--- src/rtl/sysctl_wr_pkg.sv ---
`timescale 1ns/1ps
package sysctl_wr_pkg;
  localparam int DATA_W   = 32;
  localparam int REG_W    = 5;
  localparam int SEL_W    = 3;
  localparam int NUM_REGS = 12;
  localparam int IDX_W    = $clog2(NUM_REGS);

  // Positions in the register table below
  localparam int STATUS_IDX = 1;
  localparam int CAUSE_IDX  = 2;
  localparam int DEBUG_IDX  = 7;

  // Bit positions the control path decodes
  localparam int ST_IE   = 0;
  localparam int ST_EXL  = 1;
  localparam int ST_ERL  = 2;
  localparam int ST_UM   = 4;
  localparam int IRQ_LO  = 8;
  localparam int IRQ_HI  = 15;
  localparam int DBG_DM  = 30;

  typedef struct packed {
    logic [REG_W-1:0]  num;
    logic              selZeroOnly;
    logic [DATA_W-1:0] keepMask;
    logic [DATA_W-1:0] takeMask;
  } regDesc_t;

  typedef struct packed {
    logic [NUM_REGS-1:0] regWr;
    logic                statusWr;
    logic                debugWr;
  } wrStrobe_t;

  function automatic regDesc_t regDesc(input int idx);
    regDesc_t d;
    d = '{num: '0, selZeroOnly: 1'b0, keepMask: '0, takeMask: '1};
    case (idx)
      0:  d.num = 5'd11;
      1:  begin d.num = 5'd12; d.takeMask = 32'hFA78_FF01; end
      2:  begin d.num = 5'd13; d.keepMask = 32'hB000_F87C; d.takeMask = 32'h00C0_0300; end
      3:  d.num = 5'd14;
      4:  begin d.num = 5'd16; d.selZeroOnly = 1'b1;
                d.keepMask = 32'h8017_FF80; d.takeMask = 32'h7E00_0001; end
      5:  d.num = 5'd18;
      6:  begin d.num = 5'd19; d.takeMask = 32'h40FF_0FF8; end
      7:  begin d.num = 5'd23; d.keepMask = 32'h8C03_FC1F; d.takeMask = 32'h1330_0120; end
      8:  d.num = 5'd24;
      9:  begin d.num = 5'd28; d.selZeroOnly = 1'b1; d.takeMask = 32'hFFFF_FCF6; end
      10: d.num = 5'd30;
      default: d.num = 5'd31;
    endcase
    return d;
  endfunction
endpackage

--- src/rtl/sysctl_wr_ctrl.sv ---
`timescale 1ns/1ps
module sysctl_wr_ctrl
  import sysctl_wr_pkg::*;
(
  input  logic              clk,
  input  logic              rst,
  input  logic              wrEn,
  input  logic [REG_W-1:0]  wrReg,
  input  logic [SEL_W-1:0]  wrSel,
  input  logic [DATA_W-1:0] wrData,
  input  logic [DATA_W-1:0] statusQ,
  input  logic [DATA_W-1:0] causeQ,
  output wrStrobe_t         strobe,
  output logic              modeUser,
  output logic              modeErrLvl,
  output logic              modeExcLvl,
  output logic              modeDebug,
  output logic              hwIrqReq,
  output logic              extIrqPulse
);
  localparam regDesc_t STATUS_D = regDesc(STATUS_IDX);

  logic [NUM_REGS-1:0] hit;

  for (genvar i = 0; i < NUM_REGS; i++) begin : g_dec
    localparam regDesc_t D = regDesc(i);
    always_comb begin
      hit[i] = wrEn && (wrReg == D.num) &&
               (!D.selZeroOnly || (wrSel == '0));
    end
  end

  always_comb begin
    strobe.regWr    = hit;
    strobe.statusWr = hit[STATUS_IDX];
    strobe.debugWr  = hit[DEBUG_IDX];
  end

  // Interrupt decision
  logic [DATA_W-1:0] statusNew;
  logic              unmaskedPend;
  logic              raiseIrq;
  logic              dropIrq;

  always_comb begin
    statusNew    = wrData & STATUS_D.takeMask;
    unmaskedPend = |(statusNew[IRQ_HI:IRQ_LO] & causeQ[IRQ_HI:IRQ_LO]);
    raiseIrq     = strobe.statusWr && wrData[ST_IE] && !statusQ[ST_IE] &&
                   !wrData[ST_EXL] && !wrData[ST_ERL] && !modeDebug &&
                   unmaskedPend;
    dropIrq      = strobe.statusWr && !wrData[ST_IE] && statusQ[ST_IE];
  end

  always_ff @(posedge clk) begin
    if (rst) begin
      modeUser    <= 1'b0;
      modeErrLvl  <= 1'b1;
      modeExcLvl  <= 1'b0;
      modeDebug   <= 1'b0;
      hwIrqReq    <= 1'b0;
      extIrqPulse <= 1'b0;
    end else begin
      if (strobe.statusWr) begin
        modeUser   <= wrData[ST_UM];
        modeErrLvl <= wrData[ST_ERL];
        modeExcLvl <= wrData[ST_EXL];
      end
      if (strobe.debugWr) modeDebug <= wrData[DBG_DM];
      if (raiseIrq)     hwIrqReq <= 1'b1;
      else if (dropIrq) hwIrqReq <= 1'b0;
      extIrqPulse <= raiseIrq;
    end
  end

  // pulse is a single cycle and always comes with the request
  p_pulse_single_r11: assert property (@(posedge clk) disable iff (rst)
    extIrqPulse |=> !extIrqPulse);
  p_pulse_with_req_r11: assert property (@(posedge clk) disable iff (rst)
    extIrqPulse |-> hwIrqReq);
  // a pulse only follows when enable is set and no blocking flag is set
  p_pulse_gated_r9: assert property (@(posedge clk) disable iff (rst)
    extIrqPulse |-> (statusQ[ST_IE] && !modeExcLvl && !modeErrLvl && !modeDebug));
  // clearing the enable withdraws the request
  p_withdraw_r10: assert property (@(posedge clk) disable iff (rst)
    (wrEn && wrReg == STATUS_D.num && !wrData[ST_IE] && statusQ[ST_IE]) |=> !hwIrqReq);
endmodule

--- src/rtl/sysctl_wr_dp.sv ---
`timescale 1ns/1ps
module sysctl_wr_dp
  import sysctl_wr_pkg::*;
(
  input  logic              clk,
  input  logic              rst,
  input  wrStrobe_t         strobe,
  input  logic [DATA_W-1:0] wrData,
  input  logic [REG_W-1:0]  rdReg,
  input  logic [SEL_W-1:0]  rdSel,
  output logic [DATA_W-1:0] rdData,
  output logic [DATA_W-1:0] statusQ,
  output logic [DATA_W-1:0] causeQ
);
  localparam regDesc_t STATUS_D = regDesc(STATUS_IDX);

  logic [NUM_REGS-1:0][DATA_W-1:0] regQ;

  for (genvar i = 0; i < NUM_REGS; i++) begin : g_reg
    localparam regDesc_t D = regDesc(i);
    always_ff @(posedge clk) begin
      if (rst)                  regQ[i] <= '0;
      else if (strobe.regWr[i]) regQ[i] <= (regQ[i] & D.keepMask) | (wrData & D.takeMask);
    end
  end

  always_comb begin
    rdData = '0;
    for (int i = 0; i < NUM_REGS; i++) begin
      if ((rdReg == regDesc(i).num) && (!regDesc(i).selZeroOnly || (rdSel == '0)))
        rdData = rdData | regQ[i];
    end
  end

  assign statusQ = regQ[STATUS_IDX];
  assign causeQ  = regQ[CAUSE_IDX];

  // at most one register is written, and no strobe leaves all state alone
  p_onehot_r8: assert property (@(posedge clk) disable iff (rst)
    $onehot0(strobe.regWr));
  p_hold_r8: assert property (@(posedge clk) disable iff (rst)
    (strobe.regWr == '0) |=> $stable(regQ));
  // status never holds a bit outside its storable set
  p_status_mask_r2: assert property (@(posedge clk) disable iff (rst)
    (statusQ & ~STATUS_D.takeMask) == '0);
endmodule

--- src/rtl/sysctl_wr_unit.sv ---
`timescale 1ns/1ps
module sysctl_wr_unit
  import sysctl_wr_pkg::*;
(
  input  logic              clk,
  input  logic              rst,
  input  logic              wrEn,
  input  logic [REG_W-1:0]  wrReg,
  input  logic [SEL_W-1:0]  wrSel,
  input  logic [DATA_W-1:0] wrData,
  input  logic [REG_W-1:0]  rdReg,
  input  logic [SEL_W-1:0]  rdSel,
  output logic [DATA_W-1:0] rdData,
  output logic              modeUser,
  output logic              modeErrLvl,
  output logic              modeExcLvl,
  output logic              modeDebug,
  output logic              hwIrqReq,
  output logic              extIrqPulse
);
  wrStrobe_t         strobe;
  logic [DATA_W-1:0] statusQ;
  logic [DATA_W-1:0] causeQ;

  sysctl_wr_ctrl ctrl_i (
    .clk(clk), .rst(rst), .wrEn(wrEn), .wrReg(wrReg), .wrSel(wrSel),
    .wrData(wrData), .statusQ(statusQ), .causeQ(causeQ), .strobe(strobe),
    .modeUser(modeUser), .modeErrLvl(modeErrLvl), .modeExcLvl(modeExcLvl),
    .modeDebug(modeDebug), .hwIrqReq(hwIrqReq), .extIrqPulse(extIrqPulse)
  );

  sysctl_wr_dp dp_i (
    .clk(clk), .rst(rst), .strobe(strobe), .wrData(wrData),
    .rdReg(rdReg), .rdSel(rdSel), .rdData(rdData),
    .statusQ(statusQ), .causeQ(causeQ)
  );
endmodule

--- config.mk ---
export PLATFORM = sky130hd
export DESIGN_NAME = sysctl_wr_unit
export DESIGN_NICKNAME = d
export VERILOG_FILES = /design/src/rtl/sysctl_wr_pkg.sv /design/src/rtl/sysctl_wr_ctrl.sv /design/src/rtl/sysctl_wr_dp.sv /design/src/rtl/sysctl_wr_unit.sv
export SDC_FILE = /design/constraint.sdc
export NUM_CORES = 1
export LEC_CHECK = 0
export ABC_AREA = 0
export BUFFER_PORTS_ARGS = -buffer_cell sky130_fd_sc_hd__buf_2
export CAP_MARGIN = 20
export CORE_ASPECT_RATIO = 1.5
export CORE_MARGIN = 10
export CORE_UTILIZATION = 45
export CTS_CLUSTER_DIAMETER = 50
export CTS_CLUSTER_SIZE = 12
export DETAILED_ROUTE_END_ITERATION = 7
export PLACE_DENSITY = 0.64
export SETUP_SLACK_MARGIN = 0.1
export SYNTH_ARGS = -nofsm -noshare
export SYNTH_HDL_FRONTEND = slang
export SYNTH_HIERARCHICAL = 1
export SYNTH_SLANG_ARGS = --single-unit
export TNS_END_PERCENT = 100
--- constraint.sdc ---
create_clock -name clk -period 2.5 [get_ports clk]
set_input_delay 0.5 -clock clk [delete_from_list [all_inputs] [get_ports clk]]
set_output_delay 0.5 -clock clk [all_outputs]
set_load 0.02 [all_outputs]
# After elaboration in Yosys (flattened, before gate mapping)
# Index checks and enable logic that the tools add are counted.
# word_totals
elab_cells	104
output_inout_bits	38
reg_bits	359
input_bits	51
# classes
n_eq_ne	24
mux	14
reduce_logical	33
bitwise_logic	15
# op_table
operator	count
32-bit 2-to-1 mux	12
32-bit OR	10
5-bit == test (second input constant)	16
32-bit by 31-bit OR with 32-bit output	2
5-bit by 4-bit == test with 1-bit output (second input constant)	8
32-bit by 24-bit OR with 32-bit output	1
32-bit by 29-bit OR with 32-bit output	1
1-bit logical AND	24
8-bit bitwise AND	1
8-bit OR reduction	1
3-bit logical NOT	2
1-bit logical NOT	5
1-bit 2-to-1 mux	2
2-bit nonzero test	1

# Depth between registers and ports, before layout
# Gate-level depths: netlist of run 1.
# logic_depth
ltp_word	24
depth_mapped	8
depth_no_buf	5

# Modules after synthesis
# Netlist of run 1, hierarchy kept.
# modules_own_cells
module	seq_area_each_um2	instances	cells_per_inst	area_per_inst_um2
sysctl_wr_dp	5505.3	1	1279	12206.7
sysctl_wr_ctrl	120.1	1	58	465.4

# Worst setup path after synthesis of run 1
# OpenSTA, ideal clock, no wires.
# synth_path
path_kind	input to output
start	input port rdReg[0]
end	output port rdData[16]
arrival_ps	1803
required_time_ps	2000
path_buffers	3
setup_slack_ps	197
stages	7
path_cell_list	buf_2 buf_2 buf_2 mux2i_1 nor2_1 a221oi_1 nand3_1
# synth_via
elab_chain_cells	24
elab_cells_between_ends	37
cone_classes	12 x eq/ne; 12 x mux; 11 x bitwise; 2 x reduce/logical
# synth_rtl
item	line	rtl
start: declaration	sysctl_wr_unit.sv:11	input logic [REG_W-1:0] rdReg,
5-bit by 4-bit == test with 1-bit output	sysctl_wr_dp.sv:30	if ((rdReg == regDesc(i).num) && (!regDesc(i).selZeroOnly || (rdSel == '0)))
32-bit 2-to-1 mux	sysctl_wr_dp.sv:30	
32-bit OR	sysctl_wr_dp.sv:31	rdData = rdData | regQ[i];
32-bit 2-to-1 mux	sysctl_wr_dp.sv:30	
32-bit OR	sysctl_wr_dp.sv:31	
32-bit 2-to-1 mux	sysctl_wr_dp.sv:30	
32-bit OR	sysctl_wr_dp.sv:31	
32-bit 2-to-1 mux	sysctl_wr_dp.sv:30	
[8 not listed]	--	
32-bit OR	sysctl_wr_dp.sv:31	
32-bit 2-to-1 mux	sysctl_wr_dp.sv:30	
32-bit OR	sysctl_wr_dp.sv:31	
32-bit 2-to-1 mux	sysctl_wr_dp.sv:30	
32-bit OR	sysctl_wr_dp.sv:31	
32-bit 2-to-1 mux	sysctl_wr_dp.sv:30	
32-bit OR	sysctl_wr_dp.sv:31	
32-bit 2-to-1 mux *	sysctl_wr_dp.sv:30	
end: declaration	sysctl_wr_unit.sv:13	output logic [DATA_W-1:0] rdData,
# Mark *: on every way between the ends. The rest lies on a longest branch, timed or not.

# Worst setup path after layout of run 1
# layout_path
start	input port rdReg[0]
end	output port rdData[24]
# Same word-level chain as after synthesis.

==> key figures, run 1 <==
Run status
  – Status: finished clean

Global routing
  – Global-route wire length before repair: 57000 um
  – GRT overflow: 0
  – Largest net degree at the start of global routing: 87
  – Vias in the first global route: 9827
  – Initial antenna violation count: 3
  – Overall Global Routing Usage: 20.5%

Finish
  – Post-layout nets: 1434
  – FILL cells: 2316
  – Post-Layout Cell Count: 1726
  – Most frequent cells in the layout: nor2_1, mux2i_1, dfxtp_1, buf_4, a22oi_1
  – Layout cells sized above 1: 22.3%
  – Synth-to-Final Area Change: 23.5%

Drt
  – WL/cell: 21.3 um
  – Routed Antenna Nets: 0
  – Vias: 9776
  – Met3 wire len: 1590 um
  – Met2 wire len: 18600 um
  – Metal-1 WL: 15600 um
  – Vias per cell: 5.66
  – Routed wire length: 36700 um
  – 1st-iter DRT viols: 666
  – Drt first pass iters: 5
  – # DRC: 0
  – Max layer used: met5

Place
  – Placer's final routability congestion estimate: 0.871
  – Port bufs: 88
  – DP Worst Slack: -0.219 ns
  – Post-DP HPWL: 23500 um
  – # placed instances: 1670

Critical path
  – Slowest CP cell: or3b_4
  – R2R Setup Slk: 1.23 ns
  – CP cell instances: buf_8 -> buf_12 -> or3b_4 -> nor3_4 -> buf_6 -> buf_16 -> a222oi_1 -> nand3_1 -> buf_6
  – Worst setup EP type: output port
  – Worst EP arrival: 1.99 ns
  – Worst setup SP type: input port
  – WP buf/inv: 5
  – Critical Setup Path Class: in2out
  – Crit path max-delay family: simple AND/OR/NAND/NOR gates
  – Critical Path Max Stage Delay: 0.40 ns
  – CP most frequent cell: buf_6
  – CP required: 2.00 ns
  – CP Max Fanout: 6

Die
  – IO Count: 89
  – Die Area: 34400 um2
  – Die Height: 222 um
  – Initial Utilization: 46.0%
  – Die width: 155 um
  – CORE AREA: 26700 um2
  – Cell row count: 73

Power and ir drop
  – P_leak: 5.47 nW
  – VDD IR max: 0.598 mV
  – Pwr/cell area: 590 nW/um2
  – Total power: 8.94 mW

Synth
  – Mapped cell area: 12300 um2
  – Ys Warns: 6
  – Cells after Synth: 1282
  – Avg Inst Size Synth: 9.56 um2

STA
  – Max-slew violations: 0
  – Final setup margin: 0.00761 ns
  – Fin. Hold Viols: 0
  – RSZ-0062 raised after global routing: yes
  – Fmax: 401 MHz
  – Tcrit/Tclk final: 99.7%
  – Max-slew headroom: 58.9%
  – Worst slew pin tran: 0.617 ns
  – Minimum clock period: 2.49 ns
  – Clock Skews: 0.00500 ns
  – Setup Viol. Count Final: 0

Worst hold path
  – Worst hold path class: in2reg

Flow run
  – MaxCap Viol Count: 0

Clock network
  – Clock sinks: 281
  – Clk_lat worst skew: 0.54 ns
  – Clock transition at path regs: 0.06 ns
  – Hold buffer count at cts: 0
  – CTS H-Tree Depth: 1
  – CTS Root Cell: clkbuf_16
  – Num CTS Buffers: 28
  – Clock buffer depth: 3
  – CTS tree: done
## routing by layer
metal	track usage, %	up-vias
met5	0	-
met4	7.01	2
met3	2.80	58
met2	35.3	244
met1	25.5	4819
li1	-	4653
## per-stage QoR
stage	utilization [%]	cell area, um2	setup TNS (ns)	hold WS [ns]
floorplan	-	12300	0	0.452
global placement	50.4	13500	-0.401	0.458
detailed placement	50.4	13500	-0.579	0.480
CTS	55.5	14800	0	0.281
global route	56.8	15100	-0.126	0.307
finish	56.8	15100	0	0.304
## registers in the layout (all words and copies together), names as in the netlist
| name | cells |
|---|---|
| ctrl_i/modeUser | 1 |
| ctrl_i/hwIrqReq | 1 |
| ctrl_i/modeDebug | 1 |
| ctrl_i/extIrqPulse | 1 |
| ctrl_i/modeExcLvl | 1 |
| ctrl_i/modeErrLvl | 1 |
| dp_i/causeQ | 4 |
| dp_i/statusQ | 19 |
| dp_i/regQ | 252 |
## area by class of cell
class / count / area, um2 / area share (%)
Multi-Input combinational cell: 862 / 6390 / 42.2
Sequential cell: 281 / 5630 / 37.1
Timing Repair Buffer: 204 / 1890 / 12.5
Clock buffer: 33 / 751 / 4.96
Tap cell: 337 / 422 / 2.78
Clock inverter: 2 / 41.3 / 0.273
Inverter: 6 / 22.5 / 0.149
Antenna cell: 1 / 2.50 / 0.0165
## worst min-delay path, delay by kind of cell
| kind | cells | cell delay [ns] |
|---|---|---|
| multiplexers | 1 | 0.09 |
| buffers and inverters | 1 | 0.15 |
| AND/OR/NAND/NOR | 1 | 0.07 |
## final timing paths
path	startpoint	to	depth (start not counted)
worst max-delay path	rdReg[0]	rdData[24]	9
worst min-delay path	wrData[3]	dp_i/regQ[323]	3
worst max register to register	dp_i/causeQ[8]	ctrl_i/hwIrqReq	3
worst min register to register	ctrl_i/modeExcLvl	ctrl_i/modeExcLvl	2
## power by group
| group | internal (mW) | switching (mW) |
|---|---|---|
| clock network | 2.19 | 1.66 |
| registers | 4.51 | 0.0166 |
| logic | 0.211 | 0.356 |
| total | 6.91 | 2.03 |
## timing repair
| item | in CTS | in global routing |
|---|---|---|
| pin swaps | 25 | 32 |
| cloned | 4 | 0 |
| resized for setup | 98 | 66 |
| buffers inserted | 12 | 5 |
| setup endpoints to repair | 32 | 32 |
Note: power is estimated with default switching activity, not from simulation.
==> run 2: changes to the inputs <==
--- a/config.mk
+++ b/config.mk
@@ -14,10 +14,9 @@
 export CTS_CLUSTER_DIAMETER = 50
 export CTS_CLUSTER_SIZE = 12
 export DETAILED_ROUTE_END_ITERATION = 7
-export PLACE_DENSITY = 0.64
+export PLACE_DENSITY = 0.65
 export SETUP_SLACK_MARGIN = 0.1
 export SYNTH_ARGS = -nofsm -noshare
 export SYNTH_HDL_FRONTEND = slang
-export SYNTH_HIERARCHICAL = 1
 export SYNTH_SLANG_ARGS = --single-unit
 export TNS_END_PERCENT = 100
==> run 2 against run 1 <==
Effect of this change: register-to-register slack better by 0.21 ns; fmax up 2.8%; synthesized cell count increased by 17%; critical path depth down 1; non-clock buffer count down 6; final cell count up 11%; power grew 0.85%; first-iteration DRC count increased by 69%; design area decreased by 5.5%; clock skew is 0.0022 ns lower; routed wire length up 12%; highest routed layer is now met4.
==> key figures, run 2 <==
STA
  – Fin. Hold Viols: 0 (unchanged)
  – Max-slew headroom: 36.9% (was 58.9%)
  – Minimum clock period: 2.42 ns (was 2.49 ns)
  – Worst slew pin tran: 0.946 ns (was 0.617 ns)
  – Tcrit/Tclk final: 97.0% (was 99.7%)
  – Max-slew violations: 0 (unchanged)
  – Setup Viol. Count Final: 0 (unchanged)
  – Clock Skews: 0.00281 ns (was 0.00500 ns)
  – RSZ-0062 raised after global routing: yes (unchanged)
  – Fmax: 413 MHz (was 401 MHz)

Drt
  – # DRC: 0 (unchanged)
  – 1st-iter DRT viols: 1123 (was 666)
  – Routed Antenna Nets: 0 (unchanged)
  – Vias per cell: 5.87 (was 5.66)
  – Drt first pass iters: 8 (was 5)
  – WL/cell: 21.4 um (was 21.3 um)
  – Routed wire length: 41200 um (was 36700 um)
  – Vias: 11300 (was 9776)

Critical path
  – Worst setup EP type: output port (unchanged)
  – Critical Setup Path Class: in2out (unchanged)
  – CP Max Fanout: 11 (was 6)
  – R2R depth: 4 (was 3)
  – Critical path depth: 8 (was 9)
  – CP cell instances: buf_6 -> nor4bb_2 -> buf_4 -> and2_4 -> buf_4 -> a222oi_1 -> nand3_1 -> buf_6 (was buf_8 -> buf_12 -> or3b_4 -> nor3_4 -> buf_6 -> buf_16 -> a222oi_1 -> nand3_1 -> buf_6)
  – CP required: 2.00 ns (about the same)
  – WP buf/inv: 4 (was 5)
  – Worst setup SP type: input port (unchanged)
  – Crit path max-delay family: buffers and inverters (was simple AND/OR/NAND/NOR gates)
  – Critical Path Max Stage Delay: 0.26 ns (was 0.40 ns)
  – Slowest CP cell: a222oi_1 (was or3b_4)
  – Worst EP arrival: 1.92 ns (was 1.99 ns)

Die
  – Initial Utilization: 45.9% (was 46.0%)
  – Die width: 153 um (was 155 um)
  – CORE AREA: 25900 um2 (was 26700 um2)
  – Die Area: 33400 um2 (was 34400 um2)
  – Cell row count: 72 (was 73)
  – IO Count: 89 (unchanged)
  – Die Height: 219 um (was 222 um)

Clock network
  – Clk_lat worst skew: 0.55 ns (was 0.54 ns)
  – CTS H-Tree Depth: 1 (unchanged)
  – CTS Root Cell: clkbuf_16 (unchanged)
  – Clock transition at path regs: 0.06 ns (about the same)
  – Hold buffer count at cts: 0 (unchanged)
  – Num CTS Buffers: 29 (was 28)
  – Clock buffer depth: 3 (unchanged)
  – Clock sinks: 281 (unchanged)
  – CTS tree: done (unchanged)

Synth
  – Avg Inst Size Synth: 7.92 um2 (was 9.56 um2)
  – Count leader, synth: nand2_1
  – Netlist cell types: 53
  – Commonest cells in the synthesized netlist: nand2_1, dfxtp_1, a21oi_1
  – Yosys top cell by area: dfxtp_1
  – Yosys top cell area share: 47.4%
  – Flops & latches, synth: 281
  – Post-synth EDFFs: 0
  – Cells after Synth: 1499 (was 1282)
  – Prevailing post-synth register cell: dfxtp_1
  – Seq/Total Area, Yosys: 47.4%
  – Post-synth ARST share: 0%
  – Mapped cell area: 11900 um2 (was 12300 um2)
  – Largest cells by area after synthesis: dfxtp_1, nand2_1, a21oi_1
  – Ys Warns: 0 (was 6)
  – Net Count, Synth: 1550

Finish
  – Most frequent cells in the layout: nand2_1, dfxtp_1, a21oi_1, buf_4, buf_2 (was nor2_1, mux2i_1, dfxtp_1, buf_4, a22oi_1)
  – Layout cells sized above 1: 18.0% (was 22.3%)
  – Commonest non-fill, non-tap cell in the layout: nand2_1
  – Most flops, register: dp_i.regQ (was dp_i/regQ)
  – Post-layout nets: 1630 (was 1434)
  – Max reg flops: 252 (unchanged)
  – Synth-to-Final Area Change: 20.6% (was 23.5%)
  – FILL cells: 2336 (was 2316)
  – Post-Layout Cell Count: 1920 (was 1726)

Place
  – Placer's final routability congestion estimate: 0.873 (was 0.871)
  – # placed instances: 1872 (was 1670)
  – Port bufs: 88 (unchanged)
  – Post-DP HPWL: 25700 um (was 23500 um)

Worst hold path
  – Hold Path Depth: 3 (unchanged)
  – Worst hold path class: in2reg (unchanged)

Global routing
  – Largest net degree at the start of global routing: 73 (was 87)
  – Global-route wire length before repair: 62700 um (was 57000 um)
  – GRT overflow: 0 (unchanged)
  – Vias in the first global route: 10900 (was 9827)
  – Initial antenna violation count: 2 (was 3)
  – Overall Global Routing Usage: 23.3% (was 20.5%)

Power and ir drop
  – Total power: 9.01 mW (was 8.94 mW)
  – P_leak: 5.44 nW (was 5.47 nW)
  – VDD IR max: 0.473 mV (was 0.598 mV)
  – Pwr/cell area: 630 nW/um2 (was 590 nW/um2)

Flow run
  – MaxCap Viol Count: 0 (unchanged)

Run status
  – Status: finished clean (unchanged)
-- run 2: final timing paths --
check,start,end,slack [ns]
worst max-delay path,rdReg[2],rdData[16],0.08
worst min-delay path,wrData[3],dp_i.regQ[355],0.25
worst max register to register,ctrl_i.modeDebug,ctrl_i.hwIrqReq,1.44
worst min register to register,dp_i.regQ[381],dp_i.regQ[381],0.45
-- run 2: timing repair --
item                                   4_1_cts  5_1_grt
pin swaps                                   11       29
setup endpoints to repair                   32       31
gates cloned                                 0        1
endpoints found under the hold margin        0        0
gates resized for setup                     45       36
buffers inserted                             2        6
-- run 2: per-layer routing --
| layer | global-route usage (%) | part of all wire [%] | up-vias |
|---|---|---|---|
| li1 | - | - | 5252 |
| met1 | 26.7 | 39 | 5465 |
| met2 | 41.7 | 51 | 450 |
| met3 | 2.62 | 5.8 | 101 |
| met4 | 12.2 | 3.8 | 0 |
| met5 | 0 | 0 | - |
-- run 2: logic make-up (layout without fill, tap and decap cells) --
family | after synthesis | in the layout | synth area share, %
multiplexers | 75 | 75 | 6.39
buffers and inverters | 153 | 239 | 5.66
AND/OR/NAND/NOR | 651 | 651 | 23.5
flip-flops | 281 | 281 | 47.4
AO/OA/AOI/OAI | 339 | 339 | 17.1
other | 0 | 2 | 0
-- run 2: layout make-up --
class                   count  area (um2)  share of cell area [%]
diodes                      2        5.00                  0.0350
inverters                   4        15.0                   0.105
clock buffers              31         753                    5.26
flip-flops and latches    281        5630                    39.3
repair buffers            198        1650                    11.5
multi-input cells        1065        5780                    40.4
clock inverters             6        62.6                   0.437
well taps                 333         417                    2.91
-- run 2: power by group --
part           internal (mW)  leakage, nW  switching, mW
Sequential              4.51         2.27         0.0155
Clock                   2.22        0.406           1.74
Combinational          0.178         2.77          0.353
-- run 2: metrics by stage --
step | TNS, ns | cell area [um2] | hold slack (ns) | setup slack (ns) | utilization (%)
floorplan | 0 | 11900 | 0.432 | 0.229 | -
global placement | -0.356 | 13100 | 0.437 | -0.0683 | 50.6
detailed placement | -0.818 | 13100 | 0.442 | -0.107 | 50.6
CTS | 0 | 14100 | 0.239 | 0.0500 | 54.5
global route | 0 | 14300 | 0.263 | 0.00831 | 55.4
finish | 0 | 14300 | 0.255 | 0.0761 | 55.4
-- run 2: worst min-delay path, delay by kind of cell --
kind | cells | cell delay (ns)
AO/OA/AOI/OAI | 1 | 0.05
buffers and inverters | 1 | 0.14
AND/OR/NAND/NOR | 1 | 0.06
==> run 3: changes to the inputs <==
--- a/config.mk
+++ b/config.mk
@@ -7,14 +7,14 @@
 export LEC_CHECK = 0
 export ABC_AREA = 0
 export BUFFER_PORTS_ARGS = -buffer_cell sky130_fd_sc_hd__buf_2
-export CAP_MARGIN = 20
+export CAP_MARGIN = 10
 export CORE_ASPECT_RATIO = 1.5
 export CORE_MARGIN = 10
 export CORE_UTILIZATION = 45
 export CTS_CLUSTER_DIAMETER = 50
 export CTS_CLUSTER_SIZE = 12
 export DETAILED_ROUTE_END_ITERATION = 7
-export PLACE_DENSITY = 0.65
+export PLACE_DENSITY = 0.77
 export SETUP_SLACK_MARGIN = 0.1
 export SYNTH_ARGS = -nofsm -noshare
 export SYNTH_HDL_FRONTEND = slang
==> constraint.sdc (replaced) <==
create_clock -name clk -period 2 [get_ports clk]
set_input_delay 0.4 -clock clk [delete_from_list [all_inputs] [get_ports clk]]
set_output_delay 0.4 -clock clk [all_outputs]
set_load 0.02 [all_outputs]
==> run 3 against run 2 <==
Effect of this change: the flow now finishes with violations (DRC, setup timing); routed wire length is 6.3% higher; first-iteration DRC count is 50% higher; die area stayed put; sequential cell count stayed put; sequential share of layout area is 2.5 points lower; via count is 6.7% higher; global-route usage is 0.94 points higher; critical path depth is 2 higher; power is 21% higher; critical path type unchanged.
==> key figures, run 3 (same netlist as run 2, synthesis figures left out) <==
Place
  – Placed cell area: 13500 um2 (was 13100 um2)
  – DP Worst Slack: -0.371 ns (was -0.107 ns)
  – Post-DP HPWL: 25400 um (was 25700 um)
  – # placed instances: 1883 (was 1872)
  – Placer's final routability congestion estimate: 0.922 (was 0.873)
  – Port bufs: 88 (unchanged)

Finish
  – Design Area, Final: 15300 um2 (was 14300 um2)
  – Final design utilization: 59.3% (was 55.4%)
  – Synth-to-Final Area Change: 29.1% (was 20.6%)
  – Most flops, register: dp_i.regQ (unchanged)
  – Post-Layout Cell Count: 1945 (was 1920)
  – Post-layout nets: 1660 (was 1630)
  – Layout cells sized above 1: 23.1% (was 18.0%)
  – FILL cells: 2006 (was 2336)
  – Most frequent cells in the layout: nand2_1, dfxtp_1, a21oi_1, buf_4, mux2i_1 (was nand2_1, dfxtp_1, a21oi_1, buf_4, buf_2)
  – Max reg flops: 252 (unchanged)
  – Commonest non-fill, non-tap cell in the layout: nand2_1 (unchanged)

Critical path
  – Worst EP arrival: 1.87 ns (was 1.92 ns)
  – CP most frequent cell: buf_12
  – Crit path max-delay family: buffers and inverters (unchanged)
  – CP Max Fanout: 7 (was 11)
  – Critical Path Max Stage Delay: 0.36 ns (was 0.26 ns)
  – Slowest CP cell: nor3_4 (was a222oi_1)
  – Critical path depth: 10 (was 8)
  – Worst setup SP type: input port (unchanged)
  – R2R depth: 4 (unchanged)
  – Worst setup EP type: output port (unchanged)
  – WP buf/inv: 6 (was 4)
  – CP cell instances: buf_12 -> buf_6 -> nand2_4 -> buf_12 -> nor3_4 -> buf_12 -> buf_12 -> a22oi_1 -> nand3_1 -> buf_4 (was buf_6 -> nor4bb_2 -> buf_4 -> and2_4 -> buf_4 -> a222oi_1 -> nand3_1 -> buf_6)
  – End of the critical path: rdData[14] (was rdData[16])
  – Critical Setup Path Class: in2out (unchanged)
  – R2R Setup Slk: 0.83 ns (was 1.44 ns)
  – Reg-to-Reg End: ctrl_i.hwIrqReq (unchanged)
  – R2R Path Start: ctrl_i.modeDebug (unchanged)
  – CP startpoint: rdReg[4] (was rdReg[2])
  – CP required: 1.60 ns (was 2.00 ns)

Die
  – IO Count: 89 (unchanged)
  – Die Area: 33400 um2 (unchanged)
  – Initial Utilization: 45.9% (unchanged)
  – Die width: 153 um (unchanged)
  – Cell row count: 72 (unchanged)
  – Die Height: 219 um (unchanged)
  – CORE AREA: 25900 um2 (unchanged)

Clock network
  – CTS Root Cell: clkbuf_16 (unchanged)
  – Clock transition at path regs: 0.06 ns (about the same)
  – CTS tree: done (unchanged)
  – Num CTS Buffers: 27 (was 29)
  – Clk_lat worst skew: 0.54 ns (was 0.55 ns)
  – Clock buffer depth: 3 (unchanged)
  – Hold buffer count at cts: 0 (unchanged)
  – CTS H-Tree Depth: 1 (unchanged)
  – Clock sinks: 281 (unchanged)

Global routing
  – Overall Global Routing Usage: 24.2% (was 23.3%)
  – Largest net degree at the start of global routing: 63 (was 73)
  – Vias in the first global route: 11800 (was 10900)
  – Initial antenna violation count: 4 (was 2)
  – Global-route wire length before repair: 65800 um (was 62700 um)
  – GRT overflow: 0 (unchanged)

STA
  – RSZ-0062 raised after global routing: yes (unchanged)
  – Minimum clock period: 2.27 ns
  – Fmax: 441 MHz
  – Max-slew headroom: 62.4% (was 36.9%)
  – Setup Viol. Count Final: 32 (was 0)
  – Worst slew pin tran: 0.565 ns (was 0.946 ns)
  – Setup TNS: -4.75 ns (was 0 ns)
  – Final setup margin: -0.267 ns (was 0.0761 ns)
  – Clock Skews: 0.00230 ns (was 0.00281 ns)
  – Fin. Hold Viols: 0 (unchanged)
  – Tcrit/Tclk final: 113%
  – Max-slew violations: 0 (unchanged)
  – Hold slack: 0.159 ns (was 0.255 ns)

Drt
  – Routed wire length: 43800 um (was 41200 um)
  – WL/cell: 22.5 um (was 21.4 um)
  – Drt first pass iters: 8 (unchanged)
  – Vias: 12000 (was 11300)
  – 1st-iter DRT viols: 1685 (was 1123)
  – Vias per cell: 6.18 (was 5.87)
  – Routed Antenna Nets: 0 (unchanged)
  – # DRC: 4 (was 0)

Power and ir drop
  – Total power: 10.9 mW (was 9.01 mW)
  – P_leak: 5.80 nW (was 5.44 nW)
  – VDD IR max: 0.552 mV (was 0.473 mV)
  – Pwr/cell area: 709 nW/um2 (was 630 nW/um2)

Run status
  – Failing checks: DRC, setup timing
  – Status: complete, but fails checks (was finished clean)

Flow run
  – MaxCap Viol Count: 0 (unchanged)

Worst hold path
  – Worst hold path class: in2reg (unchanged)
==> run 3: worst min path at each step <==
stage | start | to | depth (start not counted)
floorplan | dp_i.regQ[126] | dp_i.regQ[126] | 2
CTS | wrData[3] | dp_i.regQ[259] | 3
finish | wrData[3] | dp_i.regQ[259] | 3
detailed placement | dp_i.regQ[103] | dp_i.regQ[103] | 2
global route | wrData[3] | dp_i.regQ[99] | 3
global placement | dp_i.regQ[376] | dp_i.regQ[376] | 2
==> run 3: area by class of cell <==
type                    count  area (um2)  area share (%)
flip-flops and latches    281        5640            36.8
inverters                   4        15.0          0.0980
clock inverters             1        8.76          0.0571
clock buffers              27         676            4.41
well taps                 333         417            2.72
multi-input cells        1065        6140            40.1
diodes                      4        10.0          0.0653
repair buffers            230        2420            15.8
==> run 3: power by group <==
| part | internal (mW) | switching [mW] |
|---|---|---|
| registers | 5.63 | 0.0215 |
| clock network | 2.37 | 2.05 |
| logic | 0.314 | 0.483 |
| total | 8.32 | 2.55 |
==> run 3: repair_timing <==
item,in CTS,in global routing
endpoints found under the setup margin,32,32
setup buffers,21,3
gates resized for setup,156,36
cloned,7,1
pin swaps,52,28
==> run 3: tightest hold or removal path, cell delays in order <==
cell     delay (ns)
buf_2          0.14
nand2_1        0.06
a21oi_1        0.05
==> run 3: per-layer routing <==
layer	track usage, %	wire length (um)
met1	25.3	15000
met2	42.8	21500
met3	4.07	3690
met4	18.3	3520
met5	0	0
